File: src/rtl/i2cs_pkg.sv
package i2cs_pkg;

  localparam int unsigned BYTE_W = 8;
  localparam int unsigned ADDR_W = 10;

  typedef enum logic [2:0] {
    LC_NONE    = 3'd0,
    LC_START   = 3'd1,
    LC_RESTART = 3'd2,
    LC_STOP    = 3'd3,
    LC_WRITE   = 3'd4,
    LC_READ    = 3'd5
  } line_cmd_e;

  typedef enum logic [1:0] {
    ST_OK      = 2'd0,
    ST_TIMEOUT = 2'd1,
    ST_ACKFAIL = 2'd2,
    ST_ARBLOST = 2'd3
  } xfer_status_e;

  typedef enum logic [1:0] {
    BK_HDR0,
    BK_HDR1,
    BK_TX,
    BK_RX
  } byte_kind_e;

  typedef enum logic [2:0] {
    SQ_IDLE,
    SQ_START,
    SQ_CHECK,
    SQ_BYTE,
    SQ_RXOUT,
    SQ_RESTART,
    SQ_STOP,
    SQ_DONE
  } seq_state_e;

endpackage

File: src/rtl/i2cs_deadline.sv
module i2cs_deadline #(
  parameter int unsigned TO_W = 16
) (
  input  logic            clk,
  input  logic            rst_n,
  input  logic            load_i,
  input  logic [TO_W-1:0] limit_i,
  output logic            expired_o
);

  localparam logic [TO_W-1:0] NEVER = '1;

  logic [TO_W-1:0] remain_q, remain_d;
  logic            inf_q, inf_d;

  always_comb begin
    remain_d = remain_q;
    inf_d    = inf_q;
    if (load_i) begin
      remain_d = limit_i;
      inf_d    = (limit_i == NEVER);
    end else if (remain_q != '0) begin
      remain_d = remain_q - 1'b1;
    end
  end

  always_ff @(posedge clk or negedge rst_n) begin
    if (!rst_n) begin
      remain_q <= '0;
      inf_q    <= 1'b0;
    end else begin
      remain_q <= remain_d;
      inf_q    <= inf_d;
    end
  end

  assign expired_o = !inf_q && (remain_q == '0);

  assert_fresh_load_R9: assert property (@(posedge clk) disable iff (!rst_n)
    (load_i && limit_i > 1) |=> !expired_o ##1 !expired_o);

endmodule

File: src/rtl/i2cs_hdr_gen.sv
module i2cs_hdr_gen
  import i2cs_pkg::*;
(
  input  logic [ADDR_W-1:0] addr_i,
  input  logic              ten_i,
  input  logic              rd_i,
  output logic [BYTE_W-1:0] first_o,
  output logic [BYTE_W-1:0] second_o
);

  localparam logic [4:0] TEN_MARK = 5'b11110;

  always_comb begin
    if (ten_i) first_o = {TEN_MARK, addr_i[9:8], rd_i};
    else       first_o = {addr_i[6:0], rd_i};
    second_o = addr_i[7:0];
  end

endmodule

File: src/rtl/i2cs_byte_io.sv
module i2cs_byte_io
  import i2cs_pkg::*;
#(
  parameter int unsigned NBITS = BYTE_W
) (
  input  logic             clk,
  input  logic             rst_n,
  input  logic             go_i,
  input  logic             rd_i,
  input  logic             nack_i,
  input  logic [NBITS-1:0] wbyte_i,
  input  logic             bit_done_i,
  input  logic             bit_rd_i,
  input  logic             arb_lost_i,
  output logic             busy_o,
  output line_cmd_e        cmd_o,
  output logic             cmd_bit_o,
  output logic             fin_o,
  output logic             fin_arb_o,
  output logic             fin_ack_o,
  output logic [NBITS-1:0] rbyte_o
);

  localparam int unsigned IDX_W = $clog2(NBITS + 1);
  localparam logic [IDX_W-1:0] LAST_IDX = IDX_W'(NBITS);

  logic             busy_q, busy_d;
  logic             rd_q, rd_d;
  logic             nack_q, nack_d;
  logic [NBITS-1:0] sh_q, sh_d;
  logic [IDX_W-1:0] idx_q, idx_d;
  logic             fin_q, fin_d;
  logic             farb_q, farb_d;
  logic             fack_q, fack_d;
  logic             data_phase;

  assign data_phase = (idx_q < LAST_IDX);

  always_comb begin
    if (rd_q) begin
      cmd_o     = data_phase ? LC_READ : LC_WRITE;
      cmd_bit_o = data_phase ? 1'b0 : nack_q;
    end else begin
      cmd_o     = data_phase ? LC_WRITE : LC_READ;
      cmd_bit_o = data_phase ? sh_q[NBITS-1] : 1'b0;
    end
  end

  always_comb begin
    busy_d = busy_q;
    rd_d   = rd_q;
    nack_d = nack_q;
    sh_d   = sh_q;
    idx_d  = idx_q;
    fin_d  = 1'b0;
    farb_d = farb_q;
    fack_d = fack_q;
    if (!busy_q) begin
      if (go_i) begin
        busy_d = 1'b1;
        rd_d   = rd_i;
        nack_d = nack_i;
        sh_d   = wbyte_i;
        idx_d  = '0;
      end
    end else if (bit_done_i) begin
      if (arb_lost_i) begin
        busy_d = 1'b0;
        fin_d  = 1'b1;
        farb_d = 1'b1;
        fack_d = 1'b0;
      end else if (data_phase) begin
        sh_d  = {sh_q[NBITS-2:0], rd_q ? bit_rd_i : 1'b0};
        idx_d = idx_q + 1'b1;
      end else begin
        busy_d = 1'b0;
        fin_d  = 1'b1;
        farb_d = 1'b0;
        fack_d = rd_q ? 1'b0 : bit_rd_i;
      end
    end
  end

  always_ff @(posedge clk or negedge rst_n) begin
    if (!rst_n) begin
      busy_q <= 1'b0;
      rd_q   <= 1'b0;
      nack_q <= 1'b0;
      sh_q   <= '0;
      idx_q  <= '0;
      fin_q  <= 1'b0;
      farb_q <= 1'b0;
      fack_q <= 1'b0;
    end else begin
      busy_q <= busy_d;
      rd_q   <= rd_d;
      nack_q <= nack_d;
      sh_q   <= sh_d;
      idx_q  <= idx_d;
      fin_q  <= fin_d;
      farb_q <= farb_d;
      fack_q <= fack_d;
    end
  end

  assign busy_o    = busy_q;
  assign fin_o     = fin_q;
  assign fin_arb_o = farb_q;
  assign fin_ack_o = fack_q;
  assign rbyte_o   = sh_q;

  assert_go_when_idle_R12: assert property (@(posedge clk) disable iff (!rst_n)
    go_i |-> !busy_q);
  assert_bit_index_R5: assert property (@(posedge clk) disable iff (!rst_n)
    busy_q |-> (idx_q <= LAST_IDX));
  assert_fin_after_busy_R5: assert property (@(posedge clk) disable iff (!rst_n)
    fin_q |-> !busy_q);

endmodule

File: src/rtl/i2cs_seq.sv
module i2cs_seq
  import i2cs_pkg::*;
#(
  parameter int unsigned CNT_W = 8,
  parameter int unsigned TO_W  = 16
) (
  input  logic                clk,
  input  logic                rst_n,
  input  logic                start_i,
  input  logic [ADDR_W-1:0]   addr_i,
  input  logic                ten_bit_i,
  input  logic                read_i,
  input  logic [CNT_W-1:0]    tx_cnt_i,
  input  logic [CNT_W-1:0]    rx_cnt_i,
  input  logic [TO_W-1:0]     timeout_i,
  input  logic [BYTE_W-1:0]   tx_data_i,
  input  logic                tx_valid_i,
  output logic                tx_ready_o,
  output logic [BYTE_W-1:0]   rx_data_o,
  output logic                rx_valid_o,
  input  logic                rx_ready_i,
  output logic                done_o,
  output logic [1:0]          status_o,
  output logic [2:0]          cmd_o,
  output logic                cmd_bit_o,
  output logic                cmd_valid_o,
  input  logic                bit_done_i,
  input  logic                bit_rd_i,
  input  logic                arb_lost_i
);

  localparam logic [CNT_W-1:0] ONE = {{(CNT_W-1){1'b0}}, 1'b1};

  seq_state_e          st_q, st_d;
  byte_kind_e          kind_q, kind_d;
  xfer_status_e        stat_q, stat_d;
  logic [ADDR_W-1:0]   addr_q, addr_d;
  logic                ten_q, ten_d;
  logic                rd_q, rd_d;
  logic                rs_q, rs_d;
  logic                follow_q, follow_d;
  logic [CNT_W-1:0]    txl_q, txl_d;
  logic [CNT_W-1:0]    rxl_q, rxl_d;
  logic [BYTE_W-1:0]   rxb_q, rxb_d;

  logic                tmr_load, expired;
  logic [BYTE_W-1:0]   hdr_first, hdr_second;
  logic                sh_go, sh_rd, sh_nack;
  logic [BYTE_W-1:0]   sh_wbyte, sh_rbyte;
  logic                sh_busy, sh_bit, sh_fin, sh_farb, sh_fack;
  line_cmd_e           sh_cmd, top_cmd;
  logic                top_valid;

  i2cs_deadline #(.TO_W(TO_W)) u_deadline (
    .clk(clk), .rst_n(rst_n), .load_i(tmr_load), .limit_i(timeout_i),
    .expired_o(expired)
  );

  i2cs_hdr_gen u_hdr (
    .addr_i(addr_q), .ten_i(ten_q), .rd_i(rd_q),
    .first_o(hdr_first), .second_o(hdr_second)
  );

  i2cs_byte_io #(.NBITS(BYTE_W)) u_byte (
    .clk(clk), .rst_n(rst_n), .go_i(sh_go), .rd_i(sh_rd), .nack_i(sh_nack),
    .wbyte_i(sh_wbyte), .bit_done_i(bit_done_i), .bit_rd_i(bit_rd_i),
    .arb_lost_i(arb_lost_i), .busy_o(sh_busy), .cmd_o(sh_cmd),
    .cmd_bit_o(sh_bit), .fin_o(sh_fin), .fin_arb_o(sh_farb),
    .fin_ack_o(sh_fack), .rbyte_o(sh_rbyte)
  );

  always_comb begin
    st_d     = st_q;
    kind_d   = kind_q;
    stat_d   = stat_q;
    addr_d   = addr_q;
    ten_d    = ten_q;
    rd_d     = rd_q;
    rs_d     = rs_q;
    follow_d = follow_q;
    txl_d    = txl_q;
    rxl_d    = rxl_q;
    rxb_d    = rxb_q;
    tmr_load = 1'b0;
    sh_go    = 1'b0;
    sh_rd    = 1'b0;
    sh_nack  = 1'b0;
    sh_wbyte = '0;
    top_cmd  = LC_NONE;
    top_valid = 1'b0;
    tx_ready_o = 1'b0;
    rx_valid_o = 1'b0;
    unique case (st_q)
      SQ_IDLE: begin
        if (start_i) begin
          tmr_load = 1'b1;
          addr_d   = addr_i;
          ten_d    = ten_bit_i;
          rd_d     = read_i;
          rs_d     = 1'b0;
          stat_d   = ST_OK;
          txl_d    = (tx_cnt_i == '0) ? ONE : tx_cnt_i;
          rxl_d    = (read_i && rx_cnt_i == '0) ? ONE : rx_cnt_i;
          follow_d = !read_i && (rx_cnt_i != '0);
          st_d     = SQ_START;
        end
      end
      SQ_START, SQ_RESTART: begin
        top_valid = 1'b1;
        top_cmd   = (st_q == SQ_START) ? LC_START : LC_RESTART;
        if (bit_done_i) begin
          if (arb_lost_i) begin
            stat_d = ST_ARBLOST;
            st_d   = SQ_DONE;
          end else begin
            kind_d = BK_HDR0;
            st_d   = SQ_CHECK;
          end
        end
      end
      SQ_CHECK: begin
        if (expired) begin
          stat_d = ST_TIMEOUT;
          st_d   = SQ_STOP;
        end else begin
          unique case (kind_q)
            BK_HDR0: begin sh_go = 1'b1; sh_wbyte = hdr_first; end
            BK_HDR1: begin sh_go = 1'b1; sh_wbyte = hdr_second; end
            BK_TX: begin
              tx_ready_o = 1'b1;
              sh_go      = tx_valid_i;
              sh_wbyte   = tx_data_i;
            end
            default: begin
              sh_go   = 1'b1;
              sh_rd   = 1'b1;
              sh_nack = (rxl_q == ONE);
            end
          endcase
          if (sh_go) st_d = SQ_BYTE;
        end
      end
      SQ_BYTE: begin
        if (sh_fin) begin
          if (sh_farb) begin
            stat_d = ST_ARBLOST;
            st_d   = SQ_DONE;
          end else if (kind_q != BK_RX && sh_fack) begin
            stat_d = ST_ACKFAIL;
            st_d   = SQ_STOP;
          end else begin
            unique case (kind_q)
              BK_HDR0: begin
                st_d = SQ_CHECK;
                if (ten_q && !rs_q) kind_d = BK_HDR1;
                else                kind_d = rd_q ? BK_RX : BK_TX;
              end
              BK_HDR1: begin
                st_d   = SQ_CHECK;
                kind_d = rd_q ? BK_RX : BK_TX;
              end
              BK_TX: begin
                if (txl_q == ONE) begin
                  if (follow_q) begin
                    rd_d = 1'b1;
                    rs_d = 1'b1;
                    st_d = SQ_RESTART;
                  end else begin
                    st_d = SQ_STOP;
                  end
                end else begin
                  txl_d = txl_q - 1'b1;
                  st_d  = SQ_CHECK;
                end
              end
              default: begin
                rxb_d = sh_rbyte;
                st_d  = SQ_RXOUT;
              end
            endcase
          end
        end
      end
      SQ_RXOUT: begin
        rx_valid_o = 1'b1;
        if (rx_ready_i) begin
          if (rxl_q == ONE) begin
            st_d = SQ_STOP;
          end else begin
            rxl_d = rxl_q - 1'b1;
            st_d  = SQ_CHECK;
          end
        end
      end
      SQ_STOP: begin
        top_valid = 1'b1;
        top_cmd   = LC_STOP;
        if (bit_done_i) begin
          if (arb_lost_i) stat_d = ST_ARBLOST;
          st_d = SQ_DONE;
        end
      end
      default: begin
        st_d = SQ_IDLE;
      end
    endcase
  end

  always_ff @(posedge clk or negedge rst_n) begin
    if (!rst_n) begin
      st_q     <= SQ_IDLE;
      kind_q   <= BK_HDR0;
      stat_q   <= ST_OK;
      addr_q   <= '0;
      ten_q    <= 1'b0;
      rd_q     <= 1'b0;
      rs_q     <= 1'b0;
      follow_q <= 1'b0;
      txl_q    <= '0;
      rxl_q    <= '0;
      rxb_q    <= '0;
    end else begin
      st_q     <= st_d;
      kind_q   <= kind_d;
      stat_q   <= stat_d;
      addr_q   <= addr_d;
      ten_q    <= ten_d;
      rd_q     <= rd_d;
      rs_q     <= rs_d;
      follow_q <= follow_d;
      txl_q    <= txl_d;
      rxl_q    <= rxl_d;
      rxb_q    <= rxb_d;
    end
  end

  assign cmd_valid_o = top_valid | sh_busy;
  assign cmd_o       = sh_busy ? sh_cmd : top_cmd;
  assign cmd_bit_o   = sh_busy ? sh_bit : 1'b0;
  assign rx_data_o   = rxb_q;
  assign done_o      = (st_q == SQ_DONE);
  assign status_o    = stat_q;

  assert_cmd_hold_R12: assert property (@(posedge clk) disable iff (!rst_n)
    (cmd_valid_o && !bit_done_i) |=>
      (cmd_valid_o && $stable(cmd_o) && $stable(cmd_bit_o)));
  assert_single_source_R12: assert property (@(posedge clk) disable iff (!rst_n)
    !(top_valid && sh_busy));
  assert_done_pulse_R11: assert property (@(posedge clk) disable iff (!rst_n)
    done_o |=> !done_o);
  assert_rx_hold_R6: assert property (@(posedge clk) disable iff (!rst_n)
    (rx_valid_o && !rx_ready_i) |=> (rx_valid_o && $stable(rx_data_o)));
  assert_no_late_take_R9: assert property (@(posedge clk) disable iff (!rst_n)
    tx_ready_o |-> !expired);
  assert_stop_arb_R10: assert property (@(posedge clk) disable iff (!rst_n)
    (st_q == SQ_STOP && bit_done_i && arb_lost_i) |=>
      (done_o && status_o == 2'd3));

endmodule

File: config.mk
export PLATFORM = sky130hd
export DESIGN_NAME = i2cs_seq
export DESIGN_NICKNAME = d
export VERILOG_FILES = /design/src/rtl/i2cs_pkg.sv /design/src/rtl/i2cs_deadline.sv /design/src/rtl/i2cs_hdr_gen.sv /design/src/rtl/i2cs_byte_io.sv /design/src/rtl/i2cs_seq.sv
export SDC_FILE = /design/constraint.sdc
export NUM_CORES = 1
export LEC_CHECK = 0
export BUFFER_PORTS_ARGS = -buffer_cell sky130_fd_sc_hd__buf_2
export CAP_MARGIN = 15
export CORE_MARGIN = 2
export CORE_UTILIZATION = 40
export CTS_CLUSTER_SIZE = 12
export DETAILED_ROUTE_END_ITERATION = 10
export PLACE_DENSITY = 0.57
export REMOVE_ABC_BUFFERS = 1
export SLEW_MARGIN = 20
export SYNTH_ARGS = -nofsm -noshare
export SYNTH_HDL_FRONTEND = slang
export SYNTH_SLANG_ARGS = --single-unit
File: constraint.sdc
create_clock -name clk -period 2.34 [get_ports clk]
set_clock_uncertainty 0.2 [all_clocks]
set_input_delay 0.351 -clock clk [delete_from_list [all_inputs] [get_ports clk]]
set_output_delay 0.351 -clock clk [all_outputs]
set_load 0.02 [all_outputs]
* Yosys cells after proc, flatten, opt, wreduce, memory -nomap -nowiden
Cells that the tools add are included.
** Operators by class
- Bitwise gates (word level) :: 5
- $add $sub $neg :: 4
- Order comparisons :: 1
- Equality and inequality tests :: 36
- Reductions and logical operators :: 36
- Multiplexer cells :: 114
** Operators with widths (count)
- $mux 8 :: 19
- $mux 1 :: 48
- $mux 3 :: 14
- $ne 2x2->1 const B :: 18
- $mux 16 :: 2
- $pmux 8 s2 :: 2
- $mux 2 :: 15
- $pmux 8 s3 :: 1
- $reduce_and 7->1 :: 3
- $mux 4 :: 5
- $pmux 3 s6 :: 1
- $eq 16x16->1 const B :: 1
- $eq 8x1->1 const B :: 2
- $logic_not 16->1 :: 1
- $logic_not 8->1 :: 2
- $reduce_bool 16->1 :: 1
- $sub 16x1->16 const B :: 1
- $sub 8x1->8 const B :: 2
- $eq 3x3->1 const B :: 4
- $pmux 2 s2 :: 3
- $reduce_bool 2->1 :: 5
- $pmux 2 s4 :: 1
- $reduce_and 4->1 :: 2
- $reduce_and 8->1 :: 1
- other kinds (26) :: 42
** Word-level totals
- Logic and storage cells :: 217
- Input port bits :: 60
- Register bits :: 80
- Output and inout bits :: 18

* Depth between registers and ports, before layout
Gate-level depths: netlist (run 1).
- Depth in word-level cells :: 8
- Depth in mapped cells :: 9

* Hierarchy
From an unflattened synthesis (run 1), not the netlist that was laid out.
** Second synthesis, totals
- Cell total of the unflattened synthesis :: 550
- Area total of the unflattened synthesis :: 5074.9 um2
** Modules (own cells, without submodules)
- i2cs_seq :: cells each 347, area an instance 2894.0 um2, times used 1
- i2cs_deadline :: cells each 113, area an instance 1121.1 um2, times used 1
- i2cs_byte_io :: cells each 74, area an instance 935.9 um2, times used 1
- i2cs_hdr_gen :: cells each 16, area an instance 123.9 um2, times used 1

* Least setup slack after synthesis (run 1)
Ideal clock, no wire load.
- Kind :: flip-flop to output port
- From :: register u_byte.busy_q, in the netlist u_byte.busy_o
- To :: output cmd_bit_o
- Required time :: 1.789 ns
- Arrival time :: 1.661 ns
- Cell stages (with the launch flop) :: 5
- Path slack :: 0.128 ns
- Cells stage by stage :: dfrtp_1 > clkbuf_1 > clkbuf_1 > clkbuf_1 > a21boi_0
** Between the ends
- Word-level cells in the longest chain between the ends :: 1
** Ends and longest elaborated chain
- start: declaration :: RTL line i2cs_byte_io.sv:27 : logic busy_q, busy_d;
- start signal: assignment :: RTL line i2cs_byte_io.sv:95 : busy_q <= busy_d;
- $mux 1 :: RTL line i2cs_seq.sv:239 : assign cmd_bit_o = sh_busy ? sh_bit : 1'b0;
- end: declaration :: RTL line i2cs_seq.sv:25 : output logic cmd_bit_o,
No other way between the ends.

* Final worst setup path (run 1)
- From :: register u_deadline.remain_q[1]
- To :: output tx_ready_o
** Between the ends
- Word-level cells in the longest chain between the ends :: 4
** Ends and longest elaborated chain
- start: declaration :: RTL line i2cs_deadline.sv:13 : logic [TO_W-1:0] remain_q, remain_d;
- start signal: assignment :: RTL line i2cs_deadline.sv:32 : remain_q <= remain_d;
- $logic_not 16->1 :: RTL line i2cs_deadline.sv:37 : assign expired_o = !inf_q && (remain_q == '0);
- $logic_and 1x1->1 :: RTL line i2cs_deadline.sv:37
- $mux 1 :: RTL line i2cs_seq.sv:122 : if (expired) begin
- $mux 1 :: RTL line i2cs_seq.sv:93 : unique case (st_q)
- end: declaration :: RTL line i2cs_seq.sv:18 : output logic tx_ready_o,
No other way between the ends.

==> results.md, run 1 <==
* Placed Cells incl. Taps at approximately 750
* Commonest non-fill, non-tap cells in the layout: 78 x dfrtp_1, 77 x nand2_1, 75 x buf_2, 51 x nor2_1, 40 x a21oi_1
* Synthesized flop and latch total at 80
* Antenna-violating nets left at 0
* Total Routing Usage GR at 19.7%
* Max transition margin at a little under two thirds
* Share of layout cells above drive strength 1 at 25.4%
* Drt wl/cell at 15.6 um
* Outcome: complete, no violations
* DIE HEIGHT at 112 um
* Post-synth EDFFs at 0
* Critical path data arrival time at 1.70 ns
* Worst EP required at roughly 1.8 ns
* Hold Crit Class: in2reg
* DP HPWL at 8890 um
* Post-synthesis cell count at about 540
* Worst vdd ir at around 0.66 mV
* Highest metal used: met4
* Fmax at 0.445 GHz
* Slew Limit Fails at 0
* Pwr Density at approximately 1200 nW/um^2
* Post-synth ARST share at 100%
* Total CTS buffers at 9
* Metal2 WL at 5560 um
* Mapped Area at approximately 4700 sq um
* CTS sink cnt at 80
* Core Rows at 39
* RSZ-0062 raised after global routing: false
* Final Hold Vio Count at 0
* Port bufs at 77
* Final critical-path share of the clock period at 96.0%
* Max_cap viols at 0
* Vias in the first global route at approximately 4,000
* Min cycle time layout at 2.25 ns
* Commonest non-fill, non-tap cell in the layout: dfrtp_1
* Remaining DRCs at 0
* Detailed Route Iter0 Violations at around 230
* M1 WL at 5760 um
* Max FO, Critical Path at 4
* Core ar. at 11,500 sq um
* Max clock buf depth at 2
* CP Capture Type: primary output
* Largest net degree at the start of global routing at 45
* Final Setup Violations at 0
* IO Pins at 78
* RD Place Congestion at 0.894
* CTS clk-pin slew, worst paths at 0.06 ns
* Initial DRT Pass Iterations at 4
* Layout Area Growth over Synthesis at 21.9%
* Avg Inst Size Synth at 8.80 sq um
* Antenna cells at 0
* Vias per inst at 5.46
* Count of cell types in the netlist at 67
* Via Count at around 4,200
* Post-synthesis sequential area ratio at 42.5%
* CTS tree: done
* Worst setup SP type: flip-flop
* Synth warn at 0
* Initial antenna violation count at 0
* Die area at 12,700 sq um
* Root buffer cell: clkbuf_16
* Post-Route Utilization at 50.1%
* Worst skew pair latency at 0.34 ns
* Slew @ Worst Pin at between 0.5 and 0.6 ns
* Met3 routed WL at 630 um
* Overflow after GRT at 0
* Critical path type: reg2out
* First-pass GRT wire length at 20,100 um
* Non-filler cells, final at 774
* Drt total wl at 12,100 um
* Initial core utilization at 41.1%
* Top FF cell, synth: dfrtp_1
* Final net count at 694
* Die width at 112 um
* FILL cells at 1,089
* Leak at 2.60 nW
* H-tree depth at 3
==> cell usage after synthesis, types with 6 or more instances <==
master / n / area share (%)
nand4_1: 7 / 0.93
a21oi_1: 40 / 4.3
nor3_1: 28 / 3.0
nand2_1: 77 / 6.1
nor2_1: 52 / 4.1
or3_1: 13 / 1.7
nor2b_1: 9 / 1.2
inv_1: 11 / 0.88
a2bb2oi_1: 9 / 1.7
xnor2_1: 7 / 1.3
clkbuf_1: 15 / 1.2
mux2i_1: 8 / 1.7
o21ai_1: 7 / 0.74
ha_1: 7 / 1.9
a31oi_1: 8 / 1.1
o21ai_0: 31 / 3.3
xor2_1: 6 / 1.1
buf_2: 7 / 0.74
nor4_1: 9 / 1.2
dfrtp_1: 80 / 43
nand3_1: 9 / 0.96
mux2_2: 11 / 2.6
==> worst paths after layout <==
kind | cells after the start | from | slack (ns) | to
max in group asynchronous | 3 | rst_n | 1.00 | st_q[1]
max | 7 | u_deadline.remain_q[1] | 0.09 | tx_ready_o
min | 3 | addr_i[6] | 0.01 | addr_q[6]
min reg2reg | 2 | addr_q[9] | 0.29 | addr_q[9]
max reg2reg | 8 | u_deadline.remain_q[1] | 0.23 | u_byte.rbyte_o[3]
min in group asynchronous | 2 | rst_n | 0.32 | u_byte.busy_o
==> state kept, by name, summed over array words and instances, names as in the netlist, 2 cells and up <==
name,cells
kind_q,2
st_q,3
u_deadline.remain_q,16
u_byte.rbyte_o,8
status_o,2
rxl_q,8
u_byte.idx_q,4
addr_q,10
txl_q,8
rx_data_o,8
==> where the power goes <==
group          switching [W]  leakage (nW)  total [W]  internal [W]
clock network       0.000560         0.139    0.00138      0.000821
registers           0.000649         0.986    0.00260       0.00195
logic                0.00165          1.47    0.00304       0.00138
==> kinds of logic (layout without fill, tap and decap cells) <==
group	Yosys count	in the layout	synth area share (%)
AND/OR/NAND/NOR	241	241	25.9
AO/OA/AOI/OAI	131	131	17.6
flip-flops	80	80	42.5
buffers and inverters	42	138	4.60
multiplexers	21	21	5.05
XOR/XNOR	13	13	2.42
adder cells (fa/ha/maj)	7	7	1.86
==> metal layers <==
layer / GRT usage [%] / vias up
met3: 3.94 / 12
met2: 30.3 / 118
met1: 28.0 / 1982
met5: 0 / -
met4: 6.59 / 0
li1: - / 2112
==> final cells by class <==
type,instances,area [sq um],share of cell area (%)
Multi-Input combinational cell,413,2550,44.5
Sequential cell,80,2000,34.9
Timing Repair Buffer,111,672,11.7
Clock buffer,10,229,3.99
Tap cell,143,179,3.12
Clock inverter,5,56.3,0.981
Inverter,12,46.3,0.806
==> through the flow <==
stage	hold WS, ns	TNS [ns]	area [sq um]	setup WS, ns	power (W)
2_1_floorplan	-0.145	-0.413	4540	-0.0978	0.00450
3_3_place_gp	0.154	0	5320	0.163	0.00545
3_5_place_dp	0.166	0	5320	0.142	0.00552
4_1_cts	0.00587	0	5680	0.0318	0.00698
5_1_grt	0.0241	0	5740	0.0123	0.00761
6_report	0.0122	0	5740	0.0933	0.00702
==> repair_timing <==
action	CTS	global route
pin swaps	1	1
hold buffers	4	0
setup buffers	2	1
resized for setup	3	14
endpoints found under the setup margin	3	6
endpoints found under the hold margin	39	0
==> critical path, stage by stage, from the launching register on <==
cell and delay, ns:
dfrtp_1 0.41, inv_2 0.09, ha_4 0.12, nor4b_4 0.22, nand4_2 0.21, nand2b_4 0.14
nor2_2 0.04, buf_6 0.13
No activity file was read; power rests on OpenSTA's default activity.
==> inputs of run 2 (changes only) <==
clock period = 2.35 ns   (was 2.34 ns; I/O delays follow)
==> run 2 against run 1 <==
Sequential power about the same; global-route usage up 0.28 points; sequential share of layout area down 0.24 points; largest cell class unchanged; highest routed layer unchanged; critical endpoint unchanged; critical path type unchanged; register-to-register slack worse by 0.06 ns; clock power about the same; first-iteration DRC count down 17%; critical path depth unchanged; non-clock buffer count up 7; via count up 1.7%; count of clock-buffer cells in the layout up 2; combinational power about the same; utilization up 0.38 points.
==> results.md, run 2 (synthesized netlist as in run 1, its figures left out) <==
* Total Routing Usage GR at 20.0%
* Vias per inst at between 5 and 6
* Max stage delay on crit path at 0.38 ns
* M1 WL at slightly below 6000 um
* Drt wl/cell at 15.5 um
* Max clock buf depth at 2
* PnR worst setup slack at 0.0740 ns
* CTS clk-pin slew, worst paths at 0.06 ns
* Initial antenna violation count at 0
* CP max-delay cell: dfrtp_1
* RD Place Congestion at 0.940
* Worst EP required at 1.80 ns
* Slew @ Worst Pin at 0.531 ns
* Final net count at 701
* Overflow after GRT at 0
* Share of layout cells above drive strength 1 at about a quarter
* Die width at 112 um
* Root buffer cell: clkbuf_16
* Initial core utilization at approximately two fifths
* Metal2 WL at 5600 um
* H-tree depth at 3
* Remaining DRCs at 0
* Outcome: complete, no violations
* Final Hold Vio Count at 0
* Placed Cells incl. Taps at 754
* CP Capture Type: primary output
* Antenna-violating nets left at 0
* Layout Area Growth over Synthesis at 22.9%
* Hold Crit Class: in2reg
* Fmax at 0.439 GHz
* Antenna cells at 0
* Met3 routed WL at 480 um
* CTS sink cnt at 80
* Via Count at 4,297
* Leak at ~2.6 nW
* Die area at 12,700 sq um
* Worst setup SP type: flip-flop
* Non-filler cells, final at 781
* Port bufs at 77
* Slew Limit Fails at 0
* Most flop-heavy register: u_deadline.remain_q
* Min cycle time layout at between 2 and 2.5 ns
* Pre-CTS WS at 0.131 ns
* Initial DRT Pass Iterations at 5
* CP bufs+invs at 2
* Commonest non-fill, non-tap cells in the layout: 77 x nand2_1, 77 x dfrtp_1, 76 x buf_2, 52 x nor2_1, 40 x a21oi_1
* Largest register FFs at 16
* Drt total wl at 12,100 um
* CTS tree: done
* Vias in the first global route at just over 4,000
* Worst vdd ir at 0.570 mV
* Total CTS buffers at 9
* Largest net degree at the start of global routing at 48
* Max_cap viols at 0
* Critical path data arrival time at 1.72 ns
* Critical Path, Cell by Cell: inv_2 -> ha_1 -> nor4b_4 -> nand4_2 -> nand2b_4 -> nor2_1 -> buf_2
* Biggest regs: u_deadline.remain_q (16), addr_q (10)
* Max FO, Critical Path at 3
* Max transition margin at 64.3%
* First-pass GRT wire length at ~20,000 um
* Final Setup Violations at 0
* Core ar. at ~11,000 sq um
* Critical path type: reg2out
* Pwr Density at around 1200 nW/um^2
* Largest delay share family, worst path: simple AND/OR/NAND/NOR gates
* Final critical-path share of the clock period at a little over nine tenths
* Core Rows at 39
* Worst skew pair latency at 0.34 ns
* Detailed Route Iter0 Violations at 191
* DIE HEIGHT at 112 um
* DP HPWL at 8930 um
* Highest metal used: met4
* IO Pins at 78
* Setup_tns at 0 ns
[run 2: per-layer routing]
metal / vias to the layer above / GRT usage [%]
met3: 14 / 2.97
met5: - / 0
met4: 0 / 7.56
met1: 2063 / 27.9
li1: 2124 / -
met2: 96 / 31.7
[run 2: path summary, 6_finish.rpt]
| check | end | cells after the start | startpoint | slack [ns] |
|---|---|---|---|---|
| worst min-delay path | addr_q[2] | 3 | addr_i[2] | 0.006 |
| max in group asynchronous | addr_q[1] | 3 | rst_n | 1.03 |
| worst max-delay path | tx_ready_o | 7 | u_deadline.remain_q[0] | 0.07 |
| worst max register to register | u_deadline.remain_q[13] | 9 | u_deadline.remain_q[0] | 0.17 |
| min in group asynchronous | txl_q[5] | 2 | rst_n | 0.31 |
| worst min register to register | addr_q[9] | 2 | addr_q[9] | 0.29 |
[run 2: layout make-up]
class | count | area (sq um)
clock buffers | 12 | 267
clock inverters | 3 | 25.0
fillers | 1107 | 5680
inverters | 12 | 46.3
multi-input cells | 413 | 2540
flip-flops and latches | 80 | 2010
well taps | 143 | 179
repair buffers | 118 | 723
[run 2: stage by stage]
step | util [%] | power, W | hold slack [ns] | instance area (sq um)
after floorplan | - | 0.00449 | -0.143 | 4540
after global placement | 46.5 | 0.00544 | 0.139 | 5340
after detailed placement | 46.5 | 0.00550 | 0.144 | 5340
after CTS | 49.9 | 0.00696 | 0.00104 | 5720
after global routing | 50.4 | 0.00759 | 0.0146 | 5780
final | 50.4 | 0.00701 | 0.00590 | 5780
[run 2: what timing repair did]
action,4_1_cts,5_1_grt
endpoints found under the hold margin,38,0
buffers inserted,2,4
endpoints found under the setup margin,3,6
hold buffers,6,0
pin swaps,1,0
gates resized for setup,4,9
[run 2: where the power goes]
| group | internal (W) | total (W) | switching, W |
|---|---|---|---|
| combinational | 0.00140 | 0.00303 | 0.00163 |
| clock | 0.000802 | 0.00138 | 0.000578 |
| sequential | 0.00195 | 0.00260 | 0.000650 |
[run 2: worst min-delay path: stages]
cell	delay (ns)
buf_2	0.07
nand2_1	0.04
nand2_1	0.05
==> inputs of run 3 (changes only) <==
CORE_UTILIZATION = 60   (was 40)
PLACE_DENSITY = 0.81   (was 0.57)
clock period = 2.7 ns   (was 2.35 ns; I/O delays follow)
==> run 3 against run 2 <==
Die area shrank 32%; critical path depth is the same; final cell count shrank 8.8%; hold slack gained 0.022 ns; register-to-register slack gained 0.14 ns; combinational power shrank 18%; critical path type unchanged; critical endpoint unchanged.
==> results.md, run 3 (synthesized netlist as in run 1, its figures left out) <==
* Max_cap viols at 0
* Via Count at between 4,000 and 5,000
* Hold Crit Class: in2reg
* Pwr Density at 1070 nW/um^2
* Final Hold Vio Count at 0
* Most Crowded Layer GR: met2
* IO Pins at 78
* Vias per inst at 6.00
* Remaining DRCs at 0
* Setup_tns at 0 ns
* Slew Limit Fails at 0
* Initial DRT Pass Iterations at 6
* Final critical-path share of the clock period at 94.8%
* Die area at 8570 sq um
* Commonest non-fill, non-tap cell in the layout: dfrtp_1
* Drt total wl at 11,400 um
* Leak at 2.47 nW
* Root buffer cell: clkbuf_8
* Min cycle time layout at 2.56 ns
* Worst skew pair latency at 0.36 ns
* DP Area at 5140 sq um
* Sequential Power Share at 38.8%
* Worst vdd ir at 0.524 mV
* Critical path data arrival time at 1.95 ns
* RD Place Congestion at ~0.94
* Max transition margin at around 58%
* Detailed Route Iter0 Violations at 345
* Max clock buf depth at 2
* Layout Area Growth over Synthesis at 14.7%
* DIE HEIGHT at 92.6 um
* Total Routing Usage GR at around 28%
* Initial core utilization at roughly three fifths
* Critical path type: reg2out
* Hold Slack at ~0.028 ns
* Clock share of power at 18.0%
* Port bufs at 77
* Grt met1 use at 38.1%
* Final Setup Violations at 0
* Worst setup SP type: flip-flop
* Grt met3 use at 4.39%
* Max FO, Critical Path at 14
* Core ar. at 7650 sq um
* Antenna-violating nets left at 0
* Final net count at 672
* CP Capture Type: primary output
* Commonest non-fill, non-tap cells in the layout: 80 x dfrtp_1, 77 x nand2_1, 76 x buf_2, 52 x nor2_1, 40 x a21oi_1
* Worst EP required at 2.10 ns
* Design Area, Final at around 5400 sq um
* Drt wl/cell at about 16 um
* Die width at 92.6 um
* Total CTS buffers at 9
* Core Rows at 32
* DP HPWL at 8290 um
* Most flop-heavy register: u_deadline.remain_q
* First-pass GRT wire length at 19,100 um
* R2R depth at 5
* Vias in the first global route at 4,034
* Overflow after GRT at 0
* Fmax at approximately 0.39 GHz
* Combinational Power Share at around 43%
* Antenna cells at 0
* Largest net degree at the start of global routing at 47
* Largest register FFs at 16
* GR met2 Demand/Resource at 46.4%
* Slew @ Worst Pin at 0.634 ns
* CTS tree: done
* Sw frac at 42.5%
* Share of layout cells above drive strength 1 at 21.6%
* Biggest regs: u_deadline.remain_q (16), addr_q (10)
* Initial antenna violation count at 0
* FILL cells at between 600 and 700
* Outcome: complete, no violations
* P_sw at 0.00245 W
* RSZ-0062 raised after global routing: false
* Number of cells on the worst hold path at 3
* CTS clk-pin slew, worst paths at 0.09 ns
* Pint at 0.00332 W
* CTS sink cnt at 80
* H-tree depth at 3
==> run 3: changes by cell type in the layout (fill, tap and decap cells not counted), moves of 2 or more <==
cell and change:
clkbuf_16 -9, buf_4 -24, dlygate4sd3_1 -5, nor4_1 +3, dfrtp_2 -3, dfrtp_1 +3
bufinv_16 +2, inv_1 +2, nor4_2 -2, inv_2 -2, clkbuf_8 +7
==> run 3: worst paths after layout <==
path / slack (ns) / start / to
hold reg to reg: 0.29 / addr_q[8] / addr_q[8]
hold / removal: 0.03 / addr_i[9] / addr_q[9]
setup / recovery: 0.14 / u_deadline.remain_q[0] / tx_ready_o
min in group asynchronous: 0.32 / rst_n / txl_q[4]
setup reg to reg: 0.31 / st_q[2] / rxl_q[0]
max in group asynchronous: 1.37 / rst_n / addr_q[8]
==> run 3: metal layers <==
| metal | routed length (um) | vias to the layer above |
|---|---|---|
| met5 | 0 | - |
| met4 | 87 | 0 |
| met3 | 667 | 11 |
| met2 | 5550 | 127 |
| met1 | 5110 | 2069 |
| li1 | - | 2063 |
==> run 3: final cells by class <==
type / count / area [sq um] / share of cell area, %
clock buffers: 10 / 138 / 2.55
clock inverters: 6 / 97.6 / 1.81
inverters: 12 / 46.3 / 0.857
multi-input cells: 413 / 2500 / 46.2
flip-flops and latches: 80 / 2000 / 37.1
well taps: 102 / 128 / 2.36
repair buffers: 89 / 493 / 9.12
==> run 3: what timing repair did <==
action,4_1_cts,5_1_grt
pin swaps,1,0
setup endpoints to repair,1,1
buffers inserted,1,0
endpoints found under the hold margin,34,0
hold buffers,1,0
resized for setup,0,1
==> run 3: power groups by stage <==
stage / Combinational, W / Sequential (W) / Clock [W]
after global placement: 0.00237 / 0.00220 / 0
after floorplan: 0.00171 / 0.00219 / 0
after detailed placement: 0.00245 / 0.00223 / 0
after CTS: 0.00247 / 0.00221 / 0.00105
after global routing: 0.00278 / 0.00231 / 0.00110
final: 0.00249 / 0.00224 / 0.00104
==> run 3: through the flow <==
step,total power (W),setup slack (ns),utilization (%),instances
4_1_cts,0.00573,0.0722,70.5,712
5_1_grt,0.00620,0.0166,70.6,712
6_report,0.00576,0.142,70.6,712
3_3_place_gp,0.00457,0.425,67.2,694
2_1_floorplan,0.00390,0.262,-,505
3_5_place_dp,0.00468,0.352,67.2,694
==> run 3: worst max-delay path, stage by stage, from the launching register on <==
cell and delay, ns:
dfrtp_1 0.40, inv_1 0.12, ha_1 0.17, nor4b_4 0.26, nand4_2 0.22, nand2b_4 0.21
nor2_1 0.06, buf_2 0.16
